### config.mk
export PLATFORM = sky130hd
export DESIGN_NAME = nic_top
export DESIGN_NICKNAME = d
export VERILOG_FILES = /design/src/rtl/nic_pkg.sv /design/src/rtl/nic_edge.sv /design/src/rtl/nic_arb.sv /design/src/rtl/nic_stack_top.sv /design/src/rtl/nic_top.sv
export SDC_FILE = /design/constraint.sdc
export NUM_CORES = 1
export LEC_CHECK = 0
export ABC_CLOCK_PERIOD_IN_PS = 9000
export BUFFER_PORTS_ARGS = -buffer_cell sky130_fd_sc_hd__buf_2
export CORE_AREA = 5 5 86 88
export CTS_BUF_LIST = sky130_fd_sc_hd__clkbuf_16
export CTS_CLUSTER_SIZE = 8
export DETAILED_ROUTE_END_ITERATION = 7
export DIE_AREA = 0 0 91 93
export PLACE_DENSITY = 0.68
export SLEW_MARGIN = 10
export SYNTH_ARGS = -nofsm -noshare
export SYNTH_HDL_FRONTEND = slang
export SYNTH_HIERARCHICAL = 1
export SYNTH_SLANG_ARGS = --single-unit
### constraint.sdc
create_clock -name clk_i -period 9 [get_ports clk_i]
set_input_delay 0.45 -clock clk_i [delete_from_list [all_inputs] [get_ports clk_i]]
set_output_delay 0.45 -clock clk_i [all_outputs]
set_load 0.02 [all_outputs]
### src/rtl/nic_pkg.sv
package nic_pkg;
    localparam int unsigned NIC_SRC_DEF   = 8;
    localparam int unsigned NIC_LVL_W_DEF = 2;
endpackage

### src/rtl/nic_edge.sv
module nic_edge #(
    parameter int unsigned N = 8
) (
    input  logic         clk_i,
    input  logic         rst_ni,
    input  logic [N-1:0] irq_i,
    output logic [N-1:0] rise_o
);
    logic [N-1:0] irq_d, irq_q;

    always_comb begin
        irq_d  = irq_i;
        rise_o = irq_i & ~irq_q;
    end

    always_ff @(posedge clk_i) begin
        if (!rst_ni) irq_q <= '0;
        else         irq_q <= irq_d;
    end
endmodule

### src/rtl/nic_arb.sv
module nic_arb #(
    parameter int unsigned N  = 8,
    parameter int unsigned LW = 2,
    localparam int unsigned IW = (N > 1) ? $clog2(N) : 1
) (
    input  logic [N-1:0]    pend_i,
    input  logic [N*LW-1:0] lvl_i,
    output logic            win_vld_o,
    output logic [IW-1:0]   win_id_o,
    output logic [LW-1:0]   win_lvl_o
);
    always_comb begin
        win_vld_o = 1'b0;
        win_id_o  = '0;
        win_lvl_o = '1;
        // Descending scan with <= lets the lower index win a tie.
        for (int i = N - 1; i >= 0; i--) begin
            if (pend_i[i] && (!win_vld_o || lvl_i[i*LW +: LW] <= win_lvl_o)) begin
                win_vld_o = 1'b1;
                win_id_o  = IW'(i);
                win_lvl_o = lvl_i[i*LW +: LW];
            end
        end
    end
endmodule

### src/rtl/nic_stack_top.sv
module nic_stack_top #(
    parameter int unsigned LW = 2,
    localparam int unsigned NL = 1 << LW
) (
    input  logic [NL-1:0] isv_i,
    output logic          top_vld_o,
    output logic [LW-1:0] top_lvl_o
);
    always_comb begin
        top_vld_o = 1'b0;
        top_lvl_o = '0;
        for (int j = NL - 1; j >= 0; j--) begin
            if (isv_i[j]) begin
                top_vld_o = 1'b1;
                top_lvl_o = LW'(j);
            end
        end
    end
endmodule

### src/rtl/nic_top.sv
module nic_top
    import nic_pkg::*;
#(
    parameter int unsigned N  = NIC_SRC_DEF,
    parameter int unsigned LW = NIC_LVL_W_DEF,
    localparam int unsigned NL = 1 << LW,
    localparam int unsigned IW = (N > 1) ? $clog2(N) : 1
) (
    input  logic            clk_i,
    input  logic            rst_ni,
    input  logic [N-1:0]    irq_i,
    input  logic [N*LW-1:0] lvl_i,
    input  logic            en_set_i,
    input  logic            en_clr_i,
    input  logic            eos_i,
    output logic            ack_o,
    output logic [IW-1:0]   ack_id_o,
    output logic [N-1:0]    pend_o,
    output logic [N-1:0]    isv_src_o,
    output logic [NL-1:0]   isv_lvl_o
);
    typedef struct packed {
        logic [N-1:0]           pend;
        logic [N-1:0]           isv_src;
        logic [NL-1:0]          isv_lvl;
        logic [NL-1:0][IW-1:0]  owner;
        logic                   en;
        logic                   ack;
        logic [IW-1:0]          ack_id;
    } nic_state_t;

    nic_state_t s_d, s_q;

    logic [N-1:0]  rise;
    logic          win_vld;
    logic [IW-1:0] win_id;
    logic [LW-1:0] win_lvl;
    logic          top_vld;
    logic [LW-1:0] top_lvl;
    logic          grant;
    logic          en_w;

    nic_edge #(.N(N)) u_edge (
        .clk_i  (clk_i),
        .rst_ni (rst_ni),
        .irq_i  (irq_i),
        .rise_o (rise)
    );

    nic_arb #(.N(N), .LW(LW)) u_arb (
        .pend_i    (s_q.pend),
        .lvl_i     (lvl_i),
        .win_vld_o (win_vld),
        .win_id_o  (win_id),
        .win_lvl_o (win_lvl)
    );

    nic_stack_top #(.LW(LW)) u_top (
        .isv_i     (s_q.isv_lvl),
        .top_vld_o (top_vld),
        .top_lvl_o (top_lvl)
    );

    always_comb begin
        s_d     = s_q;
        s_d.ack = 1'b0;
        grant   = win_vld && s_q.en && (!top_vld || (win_lvl < top_lvl));

        if (eos_i && top_vld) begin
            s_d.isv_lvl[top_lvl]            = 1'b0;
            s_d.isv_src[s_q.owner[top_lvl]] = 1'b0;
            s_d.en                          = 1'b1;
        end
        if (en_set_i) s_d.en = 1'b1;
        if (en_clr_i) s_d.en = 1'b0;

        if (grant) begin
            s_d.pend[win_id]     = 1'b0;
            s_d.isv_lvl[win_lvl] = 1'b1;
            s_d.isv_src[win_id]  = 1'b1;
            s_d.owner[win_lvl]   = win_id;
            s_d.en               = 1'b0;
            s_d.ack              = 1'b1;
            s_d.ack_id           = win_id;
        end
        s_d.pend = s_d.pend | rise;
    end

    always_ff @(posedge clk_i) begin
        if (!rst_ni) s_q <= '0;
        else         s_q <= s_d;
    end

    assign en_w      = s_q.en;
    assign ack_o     = s_q.ack;
    assign ack_id_o  = s_q.ack_id;
    assign pend_o    = s_q.pend;
    assign isv_src_o = s_q.isv_src;
    assign isv_lvl_o = s_q.isv_lvl;
endmodule

# ---- Yosys cells after proc, flatten, opt, wreduce, memory -nomap -nowiden
# Cells that the tools add are included.
dict set report op_classes {
  bitwise 12
  magnitude_cmp 16
  mux 50
  n_reduce_logical 32
}
# op count
set ops {}
lappend ops {{$mux W37} 1}
lappend ops {{$mux W3} 10}
lappend ops {{$and A8 B8 Y8} 3}
lappend ops {{$mux W2} 12}
lappend ops {{$not A8 Y8} 3}
lappend ops {{$mux W1} 19}
lappend ops {{$or A8 B8 Y8} 2}
lappend ops {{$le A2 B2 Y1} 7}
lappend ops {{$logic_and A1 B1 Y1} 14}
lappend ops {{$bwmux W12} 1}
lappend ops {{$mux W12} 1}
lappend ops {{$logic_not A1 Y1} 8}
lappend ops {{$logic_or A1 B1 Y1} 8}
lappend ops {{$lt A3 B4 Y1 const B} 2}
lappend ops {{$bmux W3 S2} 1}
lappend ops {{$demux W1 S3} 2}
lappend ops {{$demux W3 S2} 1}
lappend ops {{$ge A3 B1 Y1 const B} 2}
lappend ops {{$lt A2 B3 Y1 const B} 2}
lappend ops {{$and A4 B4 Y4} 1}
lappend ops {{$demux W1 S2} 2}
lappend ops {{$ge A2 B1 Y1 const B} 2}
lappend ops {{$not A4 Y4} 1}
lappend ops {{$or A4 B4 Y4} 1}
lappend ops {{other kinds (4)} 4}
dict set report totals {
  inputBits 29
  regBits 45
  word_cells 121
}

# ---- Longest topological paths before layout
# Gate-level depths: netlist of run 1.
dict set report logic_depth {
  word_depth 37
  depth_mapped 49
}

# ---- Modules after synthesis
# Netlist of run 1, hierarchy kept.
# mod cells_per_inst seq_area_each_um2 n_inst area_per_inst_um2
set by_module_without_submodules {}
lappend by_module_without_submodules {nic_top 183 740.7 1 1751.7}
lappend by_module_without_submodules {nic_arb 108 0.0 1 780.7}
lappend by_module_without_submodules {nic_edge 24 160.2 1 260.2}
lappend by_module_without_submodules {nic_stack_top 7 0.0 1 35.0}

# ---- Worst setup path before layout of run 1
# No wires, ideal clock.
dict set report synth_path {
  path_type {reg-to-reg}
  start {reg s_q, in the netlist pend_o[7]}
  end {reg (tool-made name)}
  period_less_slack_ns 9.409
  t_arrival_ns 9.336
  path_slack_ns -0.409
  stages_incl_launch_ff 45
  n_path_buf 0
  path_cell_list {dfxtp_1 nor2b_1 ha_1 nor2b_1 o21a_1 o31ai_1 ha_1 nand2_1 o221ai_1 and2_0 o21ai_0 inv_1 ha_1 nor2b_1 o21ai_1 a21oi_1 mux2i_1 ha_1 [9 not listed] o311a_1 a22o_1 ha_1 nand2_1 o21ai_0 o21ai_1 mux2_4 ha_1 nand2_1 o21ai_0 o21ai_1 o22ai_1 a31oi_1 ha_1 nand2_1 o2111ai_4 nor3b_4 mux2i_1}
}
# element line_no
set synth_rtl {}
lappend synth_rtl {{start, declared} nic_top.sv:32} ;# nic_state_t s_d, s_q;
lappend synth_rtl {{start signal, assigned} nic_top.sv:90} ;# if (!rst_ni) s_q <= '0;
lappend synth_rtl {{start signal, assigned} nic_top.sv:91} ;# else s_q <= s_d;

==> results.md, run 1 <==
- Worst slew pin tran: a little over 0.8 ns
- CP endpoint kind: flop
- Top post-synthesis cells by area: dfxtp_1, buf_4, ha_1
- I/O Pins: 53
- Worst relative slew slack: 46.1%
- Hold_sp: en_clr_i
- CP dominant cell by count: ha_1
- Worst path slowest cell: nor3b_4
- Post-DRT Antenna Nets: 0
- DP Worst Slack: -0.180 ns
- Worst-path clk slew: ~0.060 ns
- Hold worst-path end: en_w
- Crit-path max cell delay: approximately 0.36 ns
- Clock period minus worst slack: 8.58 ns
- Port bufs: 52
- Switching share of total power: 34.7%
- Synthesis-stage register bit count: 45
- Critical path type: reg2reg
- Hold Path Depth: 2
- Fmax: 0.117 GHz
- P_int: 0.454 mW
- Ratio of cells with drive above 1 in the final layout: 37.1%
- Hold WS: 0.358 ns
- Synth top area share: 31.9%
- CTS sink count: 45
- Initial Utilization: 43.0%
- Initial drt markers: 141
- Placed cell area: ~0.0032 mm^2
- Tcrit/Tclk final: a little over nine tenths
- GPL Wtd Cong: approximately 0.86
- Final setup violation count: 0
- Largest net degree at the start of global routing: 27
- CTS Buffer Depth: 2
- Worst-case vdd ir drop: 138 uV
- Adder-Cell Fraction of Synth Area: around 6.6%
- Drt pass-1 iters: 4
- Fraction of registers with async set/reset: 0%
- Vias: around 2.5k
- First-pass GRT wire length: 11.4 mm
- Die Y: between 90 and 100 um
- Synth Cell Area: around 0.0028 mm^2
- Layout Nets: ~430
- Hold crit path type: in2reg
- Simple-gate share of the synthesized area: between 20% and 30%
- Most frequent cell after synthesis: dfxtp_1
- Reg2reg path depth: 48
- Routed WL: 7.15 mm
- Leakage: about 1.5 nW
- Reg2reg start: pend_o[7]
- Vias per cell: between 5 and 6
- Commonest cells in the netlist: dfxtp_1, nand2_1, buf_4
- R2R setup slack: between 0.4 and 0.5 ns
- Post-synth top flop: dfxtp_1
- Hold buffer count at CTS: 0
- Cell accounting for the most synthesized area: dfxtp_1
- Detailed placement HPWL: 5.48 mm
- Max FO, Critical Path: 5
- PwrDens: 195 mW/mm^2
- Slew Viols, Final: 0
- Total clock buffers created by CTS: 5
- # diodes: 0
- Mux cell area share after synthesis: about 7.5%
- EDFF count, synth: 0
- Switch Pwr: roughly 0.24 mW
- Post-synth cell types: 57
- Vias in the first global route: between 2k and 3k
- Clk root buf: clkbuf_16
- Final core utilization: 54.2%
- Die Area: approximately 0.0085 mm^2
- Clock network power share: 24.5%
- # rows: 30
- Reg power frac: 32.0%
- Syn nets: 366
- GRT Util Overall: 16.3%
- CTS tree: yes
- Residual DRC count: 0
- Core Area: 0.00657 mm^2
- Global route total overflow: 0
- Clock Latency Late Sink: 0.28 ns
- WL/cell: 15.4 um
- Post-route cell area: 0.00356 mm^2
- Synth Area in Compound Gates: 22.5%
- Yosys warns: 6
- H-tree depth: 2
- WP data required: 9.21 ns
- Clock skew: 0.00501 ns
- Xor-xnor portion of the synthesized cell area: 0%
- Status: completed
- Final hold vios: 0
- Main combinational cell family by area after synthesis: compound AO/OA/AOI/OAI gates
- Initial antenna violation count: 0
- Fin Setup TNS: 0 ns
- Comb power frac: 43.5%
- Worst Path Arrival: 8.79 ns
- Syn avg cell area: 8.78 um^2
- Seq/Total Area, Yosys: 31.9%
- DIE WIDTH: 91 um
- P&R area growth vs syn: 25.9%
- Final WS setup: 0.417 ns
- Syn Inst Count: around 320
- Max Cap Violations: 0
- Setup crit start kind: flop
==> power groups by stage <==
stage / Clock [mW] / Combinational (mW) / Sequential (mW)
after global routing: 0.182 / 0.331 / 0.224
after global placement: 0 / 0.254 / 0.226
after floorplan: 0 / 0.177 / 0.225
after detailed placement: 0 / 0.260 / 0.227
final: 0.171 / 0.302 / 0.222
after CTS: 0.174 / 0.264 / 0.222
==> cells in the final DEF (no fill, tap or decap), types with 9 or more instances in the layout <==
cell type / count
buf_2: 52
dfxtp_1: 44
buf_4: 33
nand2_1: 32
a21oi_1: 23
nor2_1: 15
inv_1: 14
mux2i_1: 13
ha_1: 13
o21ai_1: 11
o211ai_1: 10
nor2b_1: 9
==> per-stage QoR <==
| step | std cells | total power [mW] |
|---|---|---|
| detailed placement | 453 | 0.487 |
| finish | 465 | 0.695 |
| CTS | 461 | 0.660 |
| global route | 465 | 0.737 |
| global placement | 453 | 0.480 |
| floorplan | 322 | 0.402 |
==> cells by family (layout without fill, tap and decap cells) <==
family | Yosys count | in the layout
AOI/OAI and AO/OA | 91 | 91
DFF | 45 | 45
muxes | 17 | 17
adders and majority gates | 15 | 15
and+or+nand+nor | 110 | 110
buffers and inverters | 44 | 107
==> metal layers <==
layer / global-route usage, % / vias to the layer above / part of all wire (%)
met4: 6.97 / 0 / 2.8
met1: 18.9 / 1210 / 41
met2: 28.8 / 50 / 52
met3: 3.70 / 15 / 4.2
li1: - / 1264 / -
met5: 0 / - / 0
==> worst max-delay path: cells and delay by family, from the launching register on <==
family          cells  cell delay, ns
compound gates     20            3.11
mux                 2            0.46
flops               1            0.35
buf+inv             4            0.42
fa+ha+maj           8            2.11
simple gates       14            2.05
==> worst max-delay path by stage <==
| stage | end | start | slack (ns) | cells past startpoint |
|---|---|---|---|---|
| 2_1_floorplan | flop | pend_o[7] | 0.01 | 44 |
| 3_3_place_gp | flop | lvl_i[15] | 0.07 | 46 |
| 3_5_place_dp | flop | lvl_i[14] | -0.18 | 47 |
| 4_1_cts | flop | pend_o[7] | 0.06 | 46 |
| 5_1_grt | pend_o[3] | pend_o[7] | -0.09 | 47 |
| 6_report | flop | pend_o[7] | 0.42 | 48 |
==> final cells by class <==
type	instances	area, um^2
Timing Repair Buffer	85	508
Clock buffer	5	125
Tap cell	80	100
Sequential cell	45	902
Fill cell	602	3010
Inverter	14	52.6
Clock inverter	3	12.5
Multi-Input combinational cell	233	1860
==> what timing repair did <==
item / CTS / global route
setup buffers: 0 / 4
pin swaps: 1 / 13
resized for setup: 3 / 38
gates cloned: 0 / 0
endpoints found under the setup margin: 5 / 37
(Power assumes the default switching activity.)
==> run 2, diff against run 1 <==
--- a/config.mk
+++ b/config.mk
@@ -12,8 +12,9 @@
 export CTS_CLUSTER_SIZE = 8
 export DETAILED_ROUTE_END_ITERATION = 7
 export DIE_AREA = 0 0 91 93
+export MAX_ROUTING_LAYER = met4
 export PLACE_DENSITY = 0.68
-export SLEW_MARGIN = 10
+export SLEW_MARGIN = 20
 export SYNTH_ARGS = -nofsm -noshare
 export SYNTH_HDL_FRONTEND = slang
 export SYNTH_HIERARCHICAL = 1
==> run 2 against run 1 <==
Net effect:
- first-iteration DRC count is 0.71% lower
- critical path type unchanged
- total power hardly changed
- critical path depth stayed put
- clock skew hardly changed
- die area stayed put
==> results.md, run 2 (synthesis results as in run 1) <==
- Placed cell area: 0.00322 mm^2 (unchanged)
- GRT Util Overall: 16.8% (+0.43 points)
- GPL Wtd Cong: 0.872 (+1.6%)
- Status: completed
- # diodes: 0 (unchanged)
- Routed wl met3: 294 um (-1.0%)
- Largest net degree at the start of global routing: 27 (unchanged)
- Clock skew: 0.00496 ns (-0.0000464 ns)
- Initial Utilization: 43.0% (unchanged)
- Post-route cell area: 0.00356 mm^2 (unchanged)
- Global route total overflow: 0 (unchanged)
- DIE WIDTH: 91 um (unchanged)
- Hold crit path type: in2reg
- Residual DRC count: 0 (unchanged)
- Detailed placement HPWL: 5.48 mm (unchanged)
- First-pass GRT wire length: 11.4 mm (-0.12%)
- Total clock buffers created by CTS: 5 (unchanged)
- Ratio of cells with drive above 1 in the final layout: 37.1% (unchanged)
- Met1 wire length: 2.94 mm (-0.44%)
- Routed WL: 7.15 mm (about the same)
- Final hold vios: 0 (unchanged)
- Clock Latency Late Sink: 0.28 ns (about the same)
- Final setup violation count: 0 (unchanged)
- Slew Viols, Final: 0 (unchanged)
- WL/cell: 15.4 um (about the same)
- P&R area growth vs syn: 25.9% (unchanged)
- Hold buffer count at CTS: 0 (unchanged)
- Multi-input combinational cell area: 0.00186 mm^2 (unchanged)
- CTS tree: yes
- Tcrit/Tclk final: 95.4% (about the same)
- Critical path type: reg2reg
- WP data required: 9.21 ns (about the same)
- # rows: 30 (unchanged)
- Fin Setup TNS: 0 ns (unchanged)
- Most common cell after layout, fill and taps aside: buf_2
- CP endpoint kind: flop
- CP dominant cell by count: ha_1
- Fillers: 602 (unchanged)
- CTS Buffer Depth: 2 (unchanged)
- Drt pass-1 iters: 4 (unchanged)
- Die Area: 0.00846 mm^2 (unchanged)
- Worst slew pin tran: 0.777 ns (-0.0300 ns)
- CP top delay family: compound AO/OA/AOI/OAI gates
- Vias per cell: 5.48 (+0.39%)
- H-tree depth: 2 (unchanged)
- R2R setup slack: 0.42 ns (about the same)
- DP Worst Slack: -0.180 ns (unchanged)
- Worst-case vdd ir drop: 138 uV (about the same)
- Layout Nets: 428 (unchanged)
- Leakage: 1.54 nW (unchanged)
- PwrDens: 195 mW/mm^2 (about the same)
- Worst relative slew slack: 47.8% (+1.7 points)
- Most frequent cells in the layout: buf_2, dfxtp_1, buf_4, nand2_1, a21oi_1
- Max FO, Critical Path: 5 (unchanged)
- Final core utilization: 54.2% (unchanged)
- Fmax: 0.117 GHz (about the same)
- Clock period minus worst slack: 8.58 ns (-0.000653 ns)
- Max Used Layer: met4
- Initial drt markers: 140 (-0.71%)
- Port bufs: 52 (unchanged)
- Setup crit start kind: flop
- CTS sink count: 45 (unchanged)
- Initial antenna violation count: 0 (unchanged)
- Die Y: 93 um (unchanged)
- Worst Path Arrival: 8.79 ns (about the same)
- Clk root buf: clkbuf_16
- Core Area: 0.00657 mm^2 (unchanged)
- Power Total: 0.695 mW (about the same)
- Post-DRT Antenna Nets: 0 (unchanged)
- Vias in the first global route: 2521 (+0.079%)
- Routed wl met2: 3.71 mm (+0.46%)
- I/O Pins: 53 (unchanged)
- Worst-path clk slew: 0.06 ns (about the same)
- Bufs and invs on worst path: 4 (unchanged)
- Worst path slowest cell: nor3b_4
- Final WS setup: 0.417 ns (+0.000653 ns)
- Crit-path max cell delay: 0.36 ns (about the same)
- Vias: 2549 (+0.39%)
- Storage element area: 902 um^2 (unchanged)
- Max Cap Violations: 0 (unchanged)
run 2: cell counts in the layout (fill, tap and decap cells not counted):
No cell type changed its count.
run 2: cell type report:
type | count | area share (%)
well taps | 80 | 2.81
clock inverters | 3 | 0.351
multi-input cells | 233 | 52.2
inverters | 14 | 1.48
clock buffers | 5 | 3.51
repair buffers | 85 | 14.3
flip-flops and latches | 45 | 25.3
run 2: through the flow:
stage | hold slack, ns | cells
2_1_floorplan | 0.432 | 322
3_3_place_gp | 0.442 | 453
3_5_place_dp | 0.447 | 453
4_1_cts | 0.354 | 461
5_1_grt | 0.353 | 465
6_report | 0.358 | 465
run 2: worst paths after layout:
check / start / end / depth (start not counted)
max: pend_o[7] / flop / 48
min: en_clr_i / en_w / 2
max reg2reg: pend_o[7] / flop / 48
min reg2reg: flop / flop / 2
run 2: routing by layer:
layer,vias to the layer above,global-route usage (%)
met5,-,-
met4,0,6.97
met1,1216,18.9
met2,53,28.8
met3,15,3.62
li1,1265,-
run 2: report_power, final:
group	switching (mW)	internal, mW
Combinational	0.160	0.142
Clock	0.0701	0.100
Sequential	0.0108	0.212
run 2: timing repair:
action | CTS | global route
buffers inserted | 0 | 4
gates resized for setup | 3 | 38
pin swaps | 1 | 13
endpoints found under the setup margin | 5 | 37
==> run 3, diff against run 2 <==
--- a/config.mk
+++ b/config.mk
@@ -7,11 +7,11 @@
 export LEC_CHECK = 0
 export ABC_CLOCK_PERIOD_IN_PS = 9000
 export BUFFER_PORTS_ARGS = -buffer_cell sky130_fd_sc_hd__buf_2
-export CORE_AREA = 5 5 86 88
+export CORE_AREA = 10 10 91 93
 export CTS_BUF_LIST = sky130_fd_sc_hd__clkbuf_16
 export CTS_CLUSTER_SIZE = 8
 export DETAILED_ROUTE_END_ITERATION = 7
-export DIE_AREA = 0 0 91 93
+export DIE_AREA = 0 0 101 103
 export MAX_ROUTING_LAYER = met4
 export PLACE_DENSITY = 0.68
 export SLEW_MARGIN = 20
==> constraint.sdc (replaced) <==
create_clock -name clk_i -period 9 [get_ports clk_i]
set_input_delay 1.35 -clock clk_i [delete_from_list [all_inputs] [get_ports clk_i]]
set_output_delay 1.35 -clock clk_i [all_outputs]
set_load 0.02 [all_outputs]
==> run 3 against run 2 <==
Net effect:
- critical path depth rose by 3
- the flow now finishes with violations (negative setup slack)
- sequential power barely moved
- global-route usage fell by 0.93 points
- sequential share of layout area fell by 3.2 points
==> results.md, run 3 (synthesis results as in run 1) <==
- RSZ-0062 raised after global routing: yes
- Initial Utilization: 43.0% (unchanged)
- R2R setup slack: 0.54 ns (+0.12 ns)
- Clock Latency Late Sink: 0.29 ns (about the same)
- CP dominant cell by count: buf_4
- Dpl cells: 468 (+3.3%)
- Power Total: 0.787 mW (+13%)
- I/O Pins: 53 (unchanged)
- Clock period minus worst slack: 9.19 ns (+0.609 ns)
- CP top delay family: compound AO/OA/AOI/OAI gates
- DIE WIDTH: 101 um (+11%)
- Final core utilization: 61.9% (+7.7 points)
- WL/cell: 15.9 um (+3.1%)
- Ratio of cells with drive above 1 in the final layout: 46.6% (+9.4 points)
- Post-Layout Cell Count: 503 (+8.2%)
- Vias in the first global route: 2767 (+9.8%)
- GPL Wtd Cong: 0.828 (-5.1%)
- Routed wl met3: 339 um (+15%)
- Worst-path clk slew: 0.06 ns (about the same)
- Status: finished, violations left
- Leakage: 1.79 nW (+16%)
- Port bufs: 52 (unchanged)
- WP data required: 9.21 ns (about the same)
- # rows: 30 (unchanged)
- Reg power frac: 28.4% (-3.6 points)
- Worst path slowest cell: ha_1
- CTS tree: yes
- Vias per cell: 5.30 (-3.3%)
- Final WS setup: -0.192 ns (-0.609 ns)
- Routed WL: 7.97 mm (+12%)
- Largest net degree at the start of global routing: 27 (unchanged)
- Clock skew: 0.00398 ns (-0.000985 ns)
- Routed wl met2: 4.16 mm (+12%)
- Crit-path max cell delay: 0.31 ns (-0.05 ns)
- Switching share of total power: 35.1% (+0.50 points)
- Reg2reg path depth: 50 (+4.2%)
- Detailed placement HPWL: 5.96 mm (+8.6%)
- Final setup violation count: 34 (+34)
- Max FO, Critical Path: 5 (unchanged)
- Total clock buffers created by CTS: 5 (unchanged)
- Residual DRC count: 0 (unchanged)
- # diodes: 0 (unchanged)
- Layout Nets: 466 (+8.9%)
- P_int: 0.510 mW (+12%)
- GRT Util Overall: 15.8% (-0.93 points)
- Setup crit start kind: input port
- Worst relative slew slack: 45.2% (-2.6 points)
- Core Area: 0.00657 mm^2 (unchanged)
- Reg2reg start: pend_o[7]
- Bufs and invs on worst path: 13 (+9)
- DP Worst Slack: -0.520 ns (-0.339 ns)
- Vias: 2665 (+4.6%)
- Met1 wire length: 3.37 mm (+14%)
- Fmax: 0.109 GHz (-6.6%)
- P&R area growth vs syn: 43.8%
- PwrDens: 193 mW/mm^2 (-0.90%)
- First-pass GRT wire length: 13.2 mm (+16%)
- Drt pass-1 iters: 4 (unchanged)
- Max Cap Violations: 0 (unchanged)
- Worst slew pin tran: 0.816 ns (+0.0385 ns)
- Fin Setup TNS: -2.70 ns (-2.70 ns)
- Worst-case vdd ir drop: 97.8 uV (-29%)
- Most frequent cells in the layout: buf_4, buf_2, dfxtp_1, nand2_1, a21oi_1
- CTS sink count: 45 (unchanged)
- Die Y: 103 um (+11%)
- CTS Buffer Depth: 2 (unchanged)
- Hold crit path type: reg2reg
- Critical path type: in2reg
- Global route total overflow: 0 (unchanged)
- Max Used Layer: met4
- Switch Pwr: 0.276 mW (+15%)
- Clock network power share: 22.3% (-2.2 points)
- Comb power frac: 49.2% (+5.7 points)
- Worst Path Arrival: 9.41 ns (+0.62 ns)
- Hold buffer count at CTS: 0 (unchanged)
- Initial drt markers: 157 (+12%)
- Tcrit/Tclk final: 102% (+6.8 points)
- Hold Path Depth: 2 (unchanged)
- CP endpoint kind: flop
- H-tree depth: 2 (unchanged)
- Failing checks: negative setup slack
- Initial antenna violation count: 0 (unchanged)
- Die Area: 0.0104 mm^2 (+23%)
- Slew Viols, Final: 0 (unchanged)
- Post-DRT Antenna Nets: 0 (unchanged)
- Most common cell after layout, fill and taps aside: buf_4
- Clk root buf: clkbuf_16
- Final hold vios: 0 (unchanged)
## run 3: cell count changes in the layout (fill, tap and decap cells not counted), sizes merged
cell	before	now
buf	85	123
clkinvlp	0	1
clkinv	3	2
## run 3: worst max path at each step
stage	start	end	slack, ns	depth (start not counted)
final	lvl_i[14]	flop	-0.19	51
after CTS	lvl_i[14]	flop	-0.007	49
after global routing	lvl_i[14]	flop	-0.60	48
after detailed placement	lvl_i[14]	flop	-0.52	47
after floorplan	lvl_i[15]	flop	-0.22	45
after global placement	lvl_i[14]	pend_o[7]	-0.43	48
## run 3: layout make-up
type	count	area, um^2
fill	549	2500
sequential	45	901
tap	80	100
inverter	14	52.6
multi-input combinational	233	2060
clock buffer	5	125
clock inverter	3	17.5
timing repair buffer	123	807
## run 3: worst register-to-register path: cells and delay by family, from the launching register on
family | cells | cell delay, ns
and+or+nand+nor | 10 | 1.44
DFF | 1 | 0.37
adders and majority gates | 7 | 1.88
buffers and inverters | 12 | 1.39
muxes | 2 | 0.40
AOI/OAI and AO/OA | 19 | 2.93
## run 3: per-stage QoR
step	cell area, um^2	hold WS [ns]
2_1_floorplan	3080	0.432
3_3_place_gp	3560	0.442
3_5_place_dp	3560	0.449
4_1_cts	3980	0.457
5_1_grt	4070	0.481
6_report	4070	0.453
## run 3: routing by layer
layer / GRT usage [%] / vias to the layer above
li1: - / 1335
met4: 3.54 / 0
met2: 28.6 / 48
met1: 17.5 / 1272
met5: - / -
met3: 3.28 / 10
## run 3: what timing repair did
action	4_1_cts	5_1_grt
setup buffers	24	3
pin swaps	33	33
endpoints found under the setup margin	37	37
gates resized for setup	18	10
## run 3: power groups by stage
stage | clock [mW] | sequential (mW) | combinational [mW]
after detailed placement | 0 | 0.228 | 0.316
final | 0.176 | 0.224 | 0.387
after global routing | 0.185 | 0.226 | 0.419
after global placement | 0 | 0.227 | 0.307
after CTS | 0.179 | 0.224 | 0.364
after floorplan | 0 | 0.225 | 0.219
